[src/rtl/tmr_pkg.sv]
package tmr_pkg;
  localparam int RATE_W = 3;
  localparam int PRE_W  = 2 ** RATE_W;

  typedef struct packed {
    logic              divToWdt;
    logic              fallEdge;
    logic              srcExt;
    logic [RATE_W-1:0] rate;
  } ctrl_t;

  typedef struct packed {
    logic tmrStep;
    logic tmrLoad;
    logic wdtStep;
    logic wdtClear;
  } strobe_t;
endpackage

[src/rtl/tmr_sync.sv]
module tmr_sync #(
  parameter int STAGES = 2
) (
  input  logic clk,
  input  logic rstN,
  input  logic din,
  output logic dout
);
  logic [STAGES-1:0] chain;

  generate
    for (genvar i = 0; i < STAGES; i++) begin : g_stage
      if (i == 0) begin : g_first
        always_ff @(posedge clk or negedge rstN)
          if (!rstN) chain[0] <= 1'b0;
          else       chain[0] <= din;
      end else begin : g_next
        always_ff @(posedge clk or negedge rstN)
          if (!rstN) chain[i] <= 1'b0;
          else       chain[i] <= chain[i-1];
      end
    end
  endgenerate

  assign dout = chain[STAGES-1];
endmodule

[src/rtl/tmr_ctrl.sv]
module tmr_ctrl
  import tmr_pkg::*;
#(
  parameter int SYNC_STAGES = 2
) (
  input  logic    clk,
  input  logic    rstN,
  input  logic    tickIn,
  input  logic    extPin,
  input  ctrl_t   ctrl,
  input  logic    wrEn,
  input  logic    wdtClr,
  output strobe_t stb
);
  localparam int SHIFT_W = RATE_W + 1;

  logic             extSync;
  logic             extPrev;
  logic             riseEv;
  logic             fallEv;
  logic             srcEv;
  logic             divPrev;
  logic             assignChg;
  logic             presClr;
  logic             presEv;
  logic             presHit;
  logic [SHIFT_W-1:0] shiftAmt;
  logic [PRE_W-1:0] presMask;
  logic [PRE_W-1:0] presCnt;

  tmr_sync #(.STAGES(SYNC_STAGES)) u_sync (
    .clk (clk),
    .rstN(rstN),
    .din (extPin),
    .dout(extSync)
  );

  always_ff @(posedge clk or negedge rstN) begin
    if (!rstN) begin
      extPrev <= 1'b0;
      divPrev <= 1'b0;
    end else begin
      extPrev <= extSync;
      divPrev <= ctrl.divToWdt;
    end
  end

  assign riseEv    = extSync & ~extPrev;
  assign fallEv    = ~extSync & extPrev;
  assign srcEv     = ctrl.srcExt ? (ctrl.fallEdge ? fallEv : riseEv) : tickIn;
  assign assignChg = ctrl.divToWdt ^ divPrev;
  assign presClr   = wrEn | wdtClr | assignChg;

  // The watchdog divides by 2^n, the timer by 2^(n+1).
  assign shiftAmt = ctrl.divToWdt ? {1'b0, ctrl.rate}
                                  : {1'b0, ctrl.rate} + SHIFT_W'(1);
  assign presMask = ~({PRE_W{1'b1}} << shiftAmt);

  assign presEv  = ctrl.divToWdt ? tickIn : srcEv;
  assign presHit = presEv & ((presCnt & presMask) == presMask) & ~presClr;

  always_ff @(posedge clk or negedge rstN) begin
    if (!rstN)       presCnt <= '0;
    else if (presClr) presCnt <= '0;
    else if (presEv)  presCnt <= presCnt + PRE_W'(1);
  end

  always_comb begin
    stb          = '0;
    stb.tmrLoad  = wrEn;
    stb.wdtClear = wdtClr;
    stb.tmrStep  = (ctrl.divToWdt ? srcEv : presHit) & ~wrEn;
    stb.wdtStep  = (ctrl.divToWdt ? presHit : tickIn) & ~wdtClr;
  end
endmodule

[src/rtl/tmr_datapath.sv]
module tmr_datapath
  import tmr_pkg::*;
#(
  parameter int TMR_W = 8,
  parameter int WDT_W = 8
) (
  input  logic             clk,
  input  logic             rstN,
  input  strobe_t          stb,
  input  logic [TMR_W-1:0] wrData,
  output logic [TMR_W-1:0] count,
  output logic             ovfPulse,
  output logic             wdtTimeout
);
  logic [WDT_W-1:0] wdtCnt;
  logic             tmrTop;
  logic             wdtTop;

  assign tmrTop = (count == {TMR_W{1'b1}});
  assign wdtTop = (wdtCnt == {WDT_W{1'b1}});

  always_ff @(posedge clk or negedge rstN) begin
    if (!rstN) begin
      count    <= '0;
      ovfPulse <= 1'b0;
    end else begin
      ovfPulse <= 1'b0;
      if (stb.tmrLoad) begin
        count <= wrData;
      end else if (stb.tmrStep) begin
        count    <= count + TMR_W'(1);
        ovfPulse <= tmrTop;
      end
    end
  end

  always_ff @(posedge clk or negedge rstN) begin
    if (!rstN) begin
      wdtCnt     <= '0;
      wdtTimeout <= 1'b0;
    end else begin
      wdtTimeout <= 1'b0;
      if (stb.wdtClear) begin
        wdtCnt <= '0;
      end else if (stb.wdtStep) begin
        wdtCnt     <= wdtCnt + WDT_W'(1);
        wdtTimeout <= wdtTop;
      end
    end
  end
endmodule

[src/rtl/tmr_shared_prescale.sv]
module tmr_shared_prescale
  import tmr_pkg::*;
#(
  parameter int TMR_W       = 8,
  parameter int WDT_W       = 8,
  parameter int SYNC_STAGES = 2
) (
  input  logic             clk,
  input  logic             rstN,
  input  logic             tickIn,
  input  logic             extPin,
  input  logic [5:0]       ctrlIn,
  input  logic             wrEn,
  input  logic [TMR_W-1:0] wrData,
  input  logic             wdtClr,
  output logic [TMR_W-1:0] count,
  output logic             ovfPulse,
  output logic             wdtTimeout
);
  ctrl_t   ctrl;
  strobe_t stb;

  assign ctrl.divToWdt = ctrlIn[5];
  assign ctrl.fallEdge = ctrlIn[4];
  assign ctrl.srcExt   = ctrlIn[3];
  assign ctrl.rate     = ctrlIn[2:0];

  tmr_ctrl #(.SYNC_STAGES(SYNC_STAGES)) u_ctrl (
    .clk   (clk),
    .rstN  (rstN),
    .tickIn(tickIn),
    .extPin(extPin),
    .ctrl  (ctrl),
    .wrEn  (wrEn),
    .wdtClr(wdtClr),
    .stb   (stb)
  );

  tmr_datapath #(.TMR_W(TMR_W), .WDT_W(WDT_W)) u_dp (
    .clk       (clk),
    .rstN      (rstN),
    .stb       (stb),
    .wrData    (wrData),
    .count     (count),
    .ovfPulse  (ovfPulse),
    .wdtTimeout(wdtTimeout)
  );
endmodule

[config.mk]
export PLATFORM = sky130hd
export DESIGN_NAME = tmr_shared_prescale
export DESIGN_NICKNAME = d
export VERILOG_FILES = /design/src/rtl/tmr_pkg.sv /design/src/rtl/tmr_sync.sv /design/src/rtl/tmr_ctrl.sv /design/src/rtl/tmr_datapath.sv /design/src/rtl/tmr_shared_prescale.sv
export SDC_FILE = /design/constraint.sdc
export NUM_CORES = 1
export LEC_CHECK = 0
export BUFFER_PORTS_ARGS = -buffer_cell sky130_fd_sc_hd__buf_2
export CORE_MARGIN = 1.5
export CORE_UTILIZATION = 50
export CTS_CLUSTER_DIAMETER = 150
export CTS_CLUSTER_SIZE = 10
export DETAILED_ROUTE_END_ITERATION = 10
export PLACE_DENSITY = 0.72
export SLEW_MARGIN = 15
export SYNTH_ARGS = -nofsm -noshare
export SYNTH_HDL_FRONTEND = slang
export SYNTH_SLANG_ARGS = --single-unit
[constraint.sdc]
create_clock -name clk -period 2.9 [get_ports clk]
set_input_delay 0 -clock clk [delete_from_list [all_inputs] [get_ports clk]]
set_output_delay 0 -clock clk [all_outputs]
set_load 0.01 [all_outputs]
# Word level (Yosys, flattened, before mapping)
# Index checks and enable logic that the tools add are counted.
[op_classes] add_sub_neg=4 bitwise_logic=16 eq_ne=3 muxes=16 n_reduce_logical=3 shifts=1
[ops] cell="8-bit two-way mux" n=6
[ops] cell="8-bit by 1-bit adder with 8-bit output, second input constant" n=3
[ops] cell="8-bit equality test, second input constant" n=2
[ops] cell="1-bit two-way mux" n=9
[ops] cell="8-bit bitwise AND" n=1
[ops] cell="8-bit equality test" n=1
[ops] cell="8-bit NOT" n=1
[ops] cell="8-bit by 4-bit left shift with 8-bit output, first input constant" n=1
[ops] cell="1-bit bitwise AND" n=6
[ops] cell="2-bit nonzero test" n=3
[ops] cell="1-bit NOT" n=5
[ops] cell="3-bit by 1-bit adder with 4-bit output, second input constant" n=1
[ops] cell="4-bit two-way mux" n=1
[ops] cell="1-bit OR" n=2
[ops] cell="1-bit XOR" n=1
[word_totals] wordCells=52 register_bits=30 out_inout_bits=10

# Depth between registers and ports, before layout
[depth] depth_word=12 depth_mapped=8 mapped_depth_nobuf=7

# Hierarchy
# From an unflattened synthesis, not the netlist that was laid out.
[unflattened] hier_cells=186 area_unflattened_um2=1790.5
[modules_own_cells] mod="tmr_datapath" area_per_inst_um2=919.6 cells_each=92 n_inst=1
[modules_own_cells] mod="tmr_ctrl" area_per_inst_um2=820.8 cells_each=92 n_inst=1
[modules_own_cells] mod="tmr_sync" area_per_inst_um2=50.0 cells_each=2 n_inst=1

# Worst setup path before layout
# OpenSTA, ideal clock, no wires.
[synth_path] kind="register -> register" from="register u_ctrl.divPrev" to="register u_dp.wdtCnt[0]" arrival_time_ps=2048 path_slack_ps=728 stages_incl_launch_ff=8 required_time_ps=2775 setup_time_ps=125 cell_sequence="dfrtp_1 xor2_1 or3_1 buf_6 a211oi_2 o21ai_1 a21boi_1 mux2_2"
[synth_via] elab_chain_cells=7
[synth_rtl] element="start: declaration" line="tmr_ctrl.sv:22" rtl="logic divPrev;"
[synth_rtl] element="start signal: assignment" line="tmr_ctrl.sv:44" rtl="divPrev <= ctrl.divToWdt;"
[synth_rtl] element="1-bit XOR" line="tmr_ctrl.sv:51" rtl="assign assignChg = ctrl.divToWdt ^ divPrev;"
[synth_rtl] element="1-bit OR" line="tmr_ctrl.sv:52" rtl="assign presClr = wrEn | wdtClr | assignChg;"
[synth_rtl] element="1-bit NOT" line="tmr_ctrl.sv:60" rtl="assign presHit = presEv & ((presCnt & presMask) == presMask) & ~presClr;"
[synth_rtl] element="1-bit bitwise AND" line="tmr_ctrl.sv:60"
[synth_rtl] element="1-bit two-way mux" line="tmr_ctrl.sv:73" rtl="stb.wdtStep = (ctrl.divToWdt ? presHit : tickIn) & ~wdtClr;"
[synth_rtl] element="1-bit bitwise AND" line="tmr_ctrl.sv:73"
[synth_rtl] element="2-bit nonzero test (no source line)"
[synth_rtl] element="end signal: assignment" line="tmr_datapath.sv:46" rtl="wdtCnt <= wdtCnt + WDT_W'(1);"
[synth_rtl] element="end: declaration" line="tmr_datapath.sv:15" rtl="logic [WDT_W-1:0] wdtCnt;"
# No other way between the ends.
# A chain may end at the register's enable or synchronous reset.

# Worst setup path in the final report
[layout_path] from="input ctrlIn[5]" to="register u_dp.count[0]"
[layout_via] elab_chain_cells=10 elab_cells_between_ends=14 classes_between="eq/ne: 1; shift: 1; mux: 3; bitwise: 8; reduce/logical: 1"
[layout_rtl] element="start: declaration" line="tmr_shared_prescale.sv:12" rtl="input logic [5:0] ctrlIn,"
[layout_rtl] element="4-bit two-way mux" line="tmr_ctrl.sv:55" rtl="assign shiftAmt = ctrl.divToWdt ? {1'b0, ctrl.rate}"
[layout_rtl] element="8-bit by 4-bit left shift with 8-bit output" line="tmr_ctrl.sv:57" rtl="assign presMask = ~({PRE_W{1'b1}} << shiftAmt);"
[layout_rtl] element="8-bit NOT" line="tmr_ctrl.sv:57"
[layout_rtl] element="8-bit bitwise AND" line="tmr_ctrl.sv:60"
[layout_rtl] element="8-bit equality test" line="tmr_ctrl.sv:60"
[layout_rtl] element="1-bit bitwise AND (2 in series)" line="tmr_ctrl.sv:60"
[layout_rtl] element="1-bit two-way mux *" line="tmr_ctrl.sv:72" rtl="stb.tmrStep = (ctrl.divToWdt ? srcEv : presHit) & ~wrEn;"
[layout_rtl] element="1-bit bitwise AND *" line="tmr_ctrl.sv:72"
[layout_rtl] element="2-bit nonzero test (no source line) *"
[layout_rtl] element="end signal: assignment" line="tmr_datapath.sv:29" rtl="count <= wrData;"
[layout_rtl] element="end signal: assignment" line="tmr_datapath.sv:31" rtl="count <= count + TMR_W'(1);"
[layout_rtl] element="end: declaration" line="tmr_datapath.sv:11" rtl="output logic [TMR_W-1:0] count,"
# Every way passes the cells marked *; elsewhere a longest branch is shown, timed or not.

==> metrics.txt <==
Tcrit/Tclk final 0.919; Startpoint Class primary input; Inserted Clock Buffers 5; Detail Route Antenna Nets 0; I/O Buffers 29; Synth area leaders dfrtp_1, mux2_2, nor2_1; post-layout util 0.632; DIE WIDTH 62.7 µm; first-pass GRT wire length 6750 µm; Root Buffer clkbuf_4; area of the multi-input gates 971 µm²; Max-Slew Margin vs Limit 0.497; Pins Over Slew Limit 0; vias in the first global route 1528; Syn Area/Cell 9.59 µm²; clock-pin slew on the worst setup and hold paths 0.09 ns; Fin. Hold Viols 0; largest net degree at the start of global routing 31; cell row count 21; GRT overflow 0; Comb pwr share 0.179; share of flip-flops with an asynchronous set or reset 1.00; Syn Inst Count 186; top cells by count, synth dfrtp_1, nor2_1, a21oi_1, nand2_1; HP Class primary input to flop; most common cell in the netlist dfrtp_1; DP Wirelength 2670 µm; antenna fix cells 0; critical path peak fanout 20; drt pass-1 iters 4; Unique masters post-synth 45; Critical Path AT 2.93 ns; Worst Path Required 3.16 ns; post-CTS setup buffer count 0; Power per Cell Area 388 nW/µm²; Fmax 375 MHz; filler cell count 292; P_int 0.589 mW; H-tree depth 2; clock network latency to the later pin of the worst-skew pair 0.33 ns; IO Pins 30; DR vias/cell 5.59; setup repair after global routing missed its margin no; Clock power frac 0.276; Final GP Congestion 0.805; TritonCTS clock tree done; share of cells above drive strength 1 0.213; Netlist Area Pre-Place 1780 µm²; VDD IR max 283 µV; max cap viols 0; Critical Path Sink Type flop; core footprint 3390 µm²; sequential power share 0.545; Yosys reg bits 30; DRT iter0 DRCs 68; DR WL/cell 13.9 µm; Initial Utilization 0.526; via count 1544; ys flop type dfrtp_1; Net Switching 0.241 mW; leading area contributor after synthesis dfrtp_1; final wirelength 3850 µm; Leak 0.931 nW; GRT Total Usage 0.216; Nets 254; status completed; register area 751 µm²; YS warnings 0; crit path kind primary input to flop; Final TNS setup 0 ns; Post-synth EDFFs 0; sequential area share after synthesis 0.421; sw frac 0.290; Period minus WS final 2.67 ns; P&R area growth vs syn 20.1%; Clock Path Buffers 2; initial antenna violation count 0; Syn Nets 210; Die Y-Extent 62.7 µm; Clock Skew 0.00732 ns; residual DRC count 0; CTS Sinks 30; WHS 0.146 ns; final setup violation count 0; worst slew pin tran 0.734 ns; Yosys top cell area share 0.421; DIE AREA 3930 µm²
per-layer routing:
layer  up-vias  wire length [µm]  GRT usage
met5         -                 0          0
met4         0                70     0.0833
met3         8               155     0.0523
met2        36              1890      0.356
met1       739              1740      0.275
li1        761                 -          -
final cells by class:
class                   instances  area share
inverters                       5     0.00877
repair buffers                 44       0.138
flip-flops and latches         30       0.351
clock buffers                   5      0.0175
clock inverters                 2     0.00468
well taps                      46      0.0269
multi-input cells             144       0.454
power groups by stage:
| stage | Combinational (mW) | Sequential [mW] | Clock, mW |
|---|---|---|---|
| after floorplan | 0.0767 | 0.463 | 0 |
| after global placement | 0.126 | 0.459 | 0 |
| after detailed placement | 0.132 | 0.460 | 0 |
| after CTS | 0.149 | 0.452 | 0.238 |
| after global routing | 0.167 | 0.455 | 0.266 |
| final | 0.148 | 0.452 | 0.229 |
kinds of logic (layout without fill, tap and decap cells):
group,Yosys count,in the layout,synth area share
and+or+nand+nor,81,81,0.248
AOI/OAI and AO/OA,33,33,0.124
DFF,30,30,0.421
muxes,15,15,0.0898
buffers and inverters,12,56,0.0344
xor gates and xnor gates,11,11,0.0540
adders and majority gates,4,4,0.0281
per-stage QoR:
step | setup WS [ns] | std cells | instance area, µm² | total power, mW
after CTS | 0.249 | 276 | 2140 | 0.839
after global routing | 0.0924 | 276 | 2140 | 0.888
final | 0.234 | 276 | 2140 | 0.830
after floorplan | 0.728 | 186 | 1780 | 0.540
after detailed placement | 0.498 | 254 | 1940 | 0.592
after global placement | 0.583 | 254 | 1940 | 0.586
state kept, by name (all words and copies together) (netlist names):
name / cells
u_ctrl.divPrev: 1
u_ctrl.extPrev: 1
u_ctrl.presCnt: 8
u_ctrl.u_sync.chain: 1
u_ctrl.u_sync.dout: 1
u_dp.count: 8
u_dp.ovfPulse: 1
u_dp.wdtCnt: 8
u_dp.wdtTimeout: 1
worst max-delay path, cell delays in order:
cell	delay (ns)
dlygate4sd3_1	0.52
buf_2	0.32
xor2_1	0.10
or3_1	0.47
a211oi_2	0.34
o221ai_2	0.25
xor2_1	0.20
o21ai_0	0.15
dlygate4sd3_1	0.57
cell usage in the layout (no fill, tap or decap), types with 3 or more instances in the layout:
cell type,count
xnor2_1,6
inv_1,5
xor2_1,5
nand4_1,7
nor2_1,22
ha_1,4
mux2i_1,7
nor2b_1,8
or4_1,4
clkbuf_4,5
buf_2,29
a21oi_1,10
nand3_1,5
nor3_1,3
mux2_2,8
nor3b_1,3
nand2b_1,5
nand2_1,10
o21ai_0,5
dfrtp_1,30
a31oi_1,5
or3_1,3
dlygate4sd3_1,15
repair_timing:
| item | 4_1_cts | 5_1_grt |
|---|---|---|
| hold buffers | 15 | 0 |
| resized for setup | 0 | 0 |
| hold endpoints to repair | 42 | 0 |
path summary, 6_finish.rpt:
kind,start,end,slack [ns],cells past startpoint
min in group asynchronous,rstN,u_ctrl.presCnt[3]$_DFFE_PN0P_,0.24,2
worst min-delay path,wdtClr,u_dp.wdtCnt[7]$_DFFE_PN0P_,0.15,3
worst max register to register,u_ctrl.divPrev$_DFF_PN0_,u_dp.count[0]$_DFFE_PN0P_,0.29,7
worst max-delay path,ctrlIn[5],u_dp.count[0]$_DFFE_PN0P_,0.23,9
worst min register to register,u_ctrl.u_sync.chain[0]$_DFF_PN0_,u_ctrl.u_sync.dout$_DFF_PN0_,0.36,0
max in group asynchronous,rstN,u_dp.wdtCnt[3]$_DFFE_PN0P_,2.21,2
Note: power is estimated with default switching activity, not from simulation.
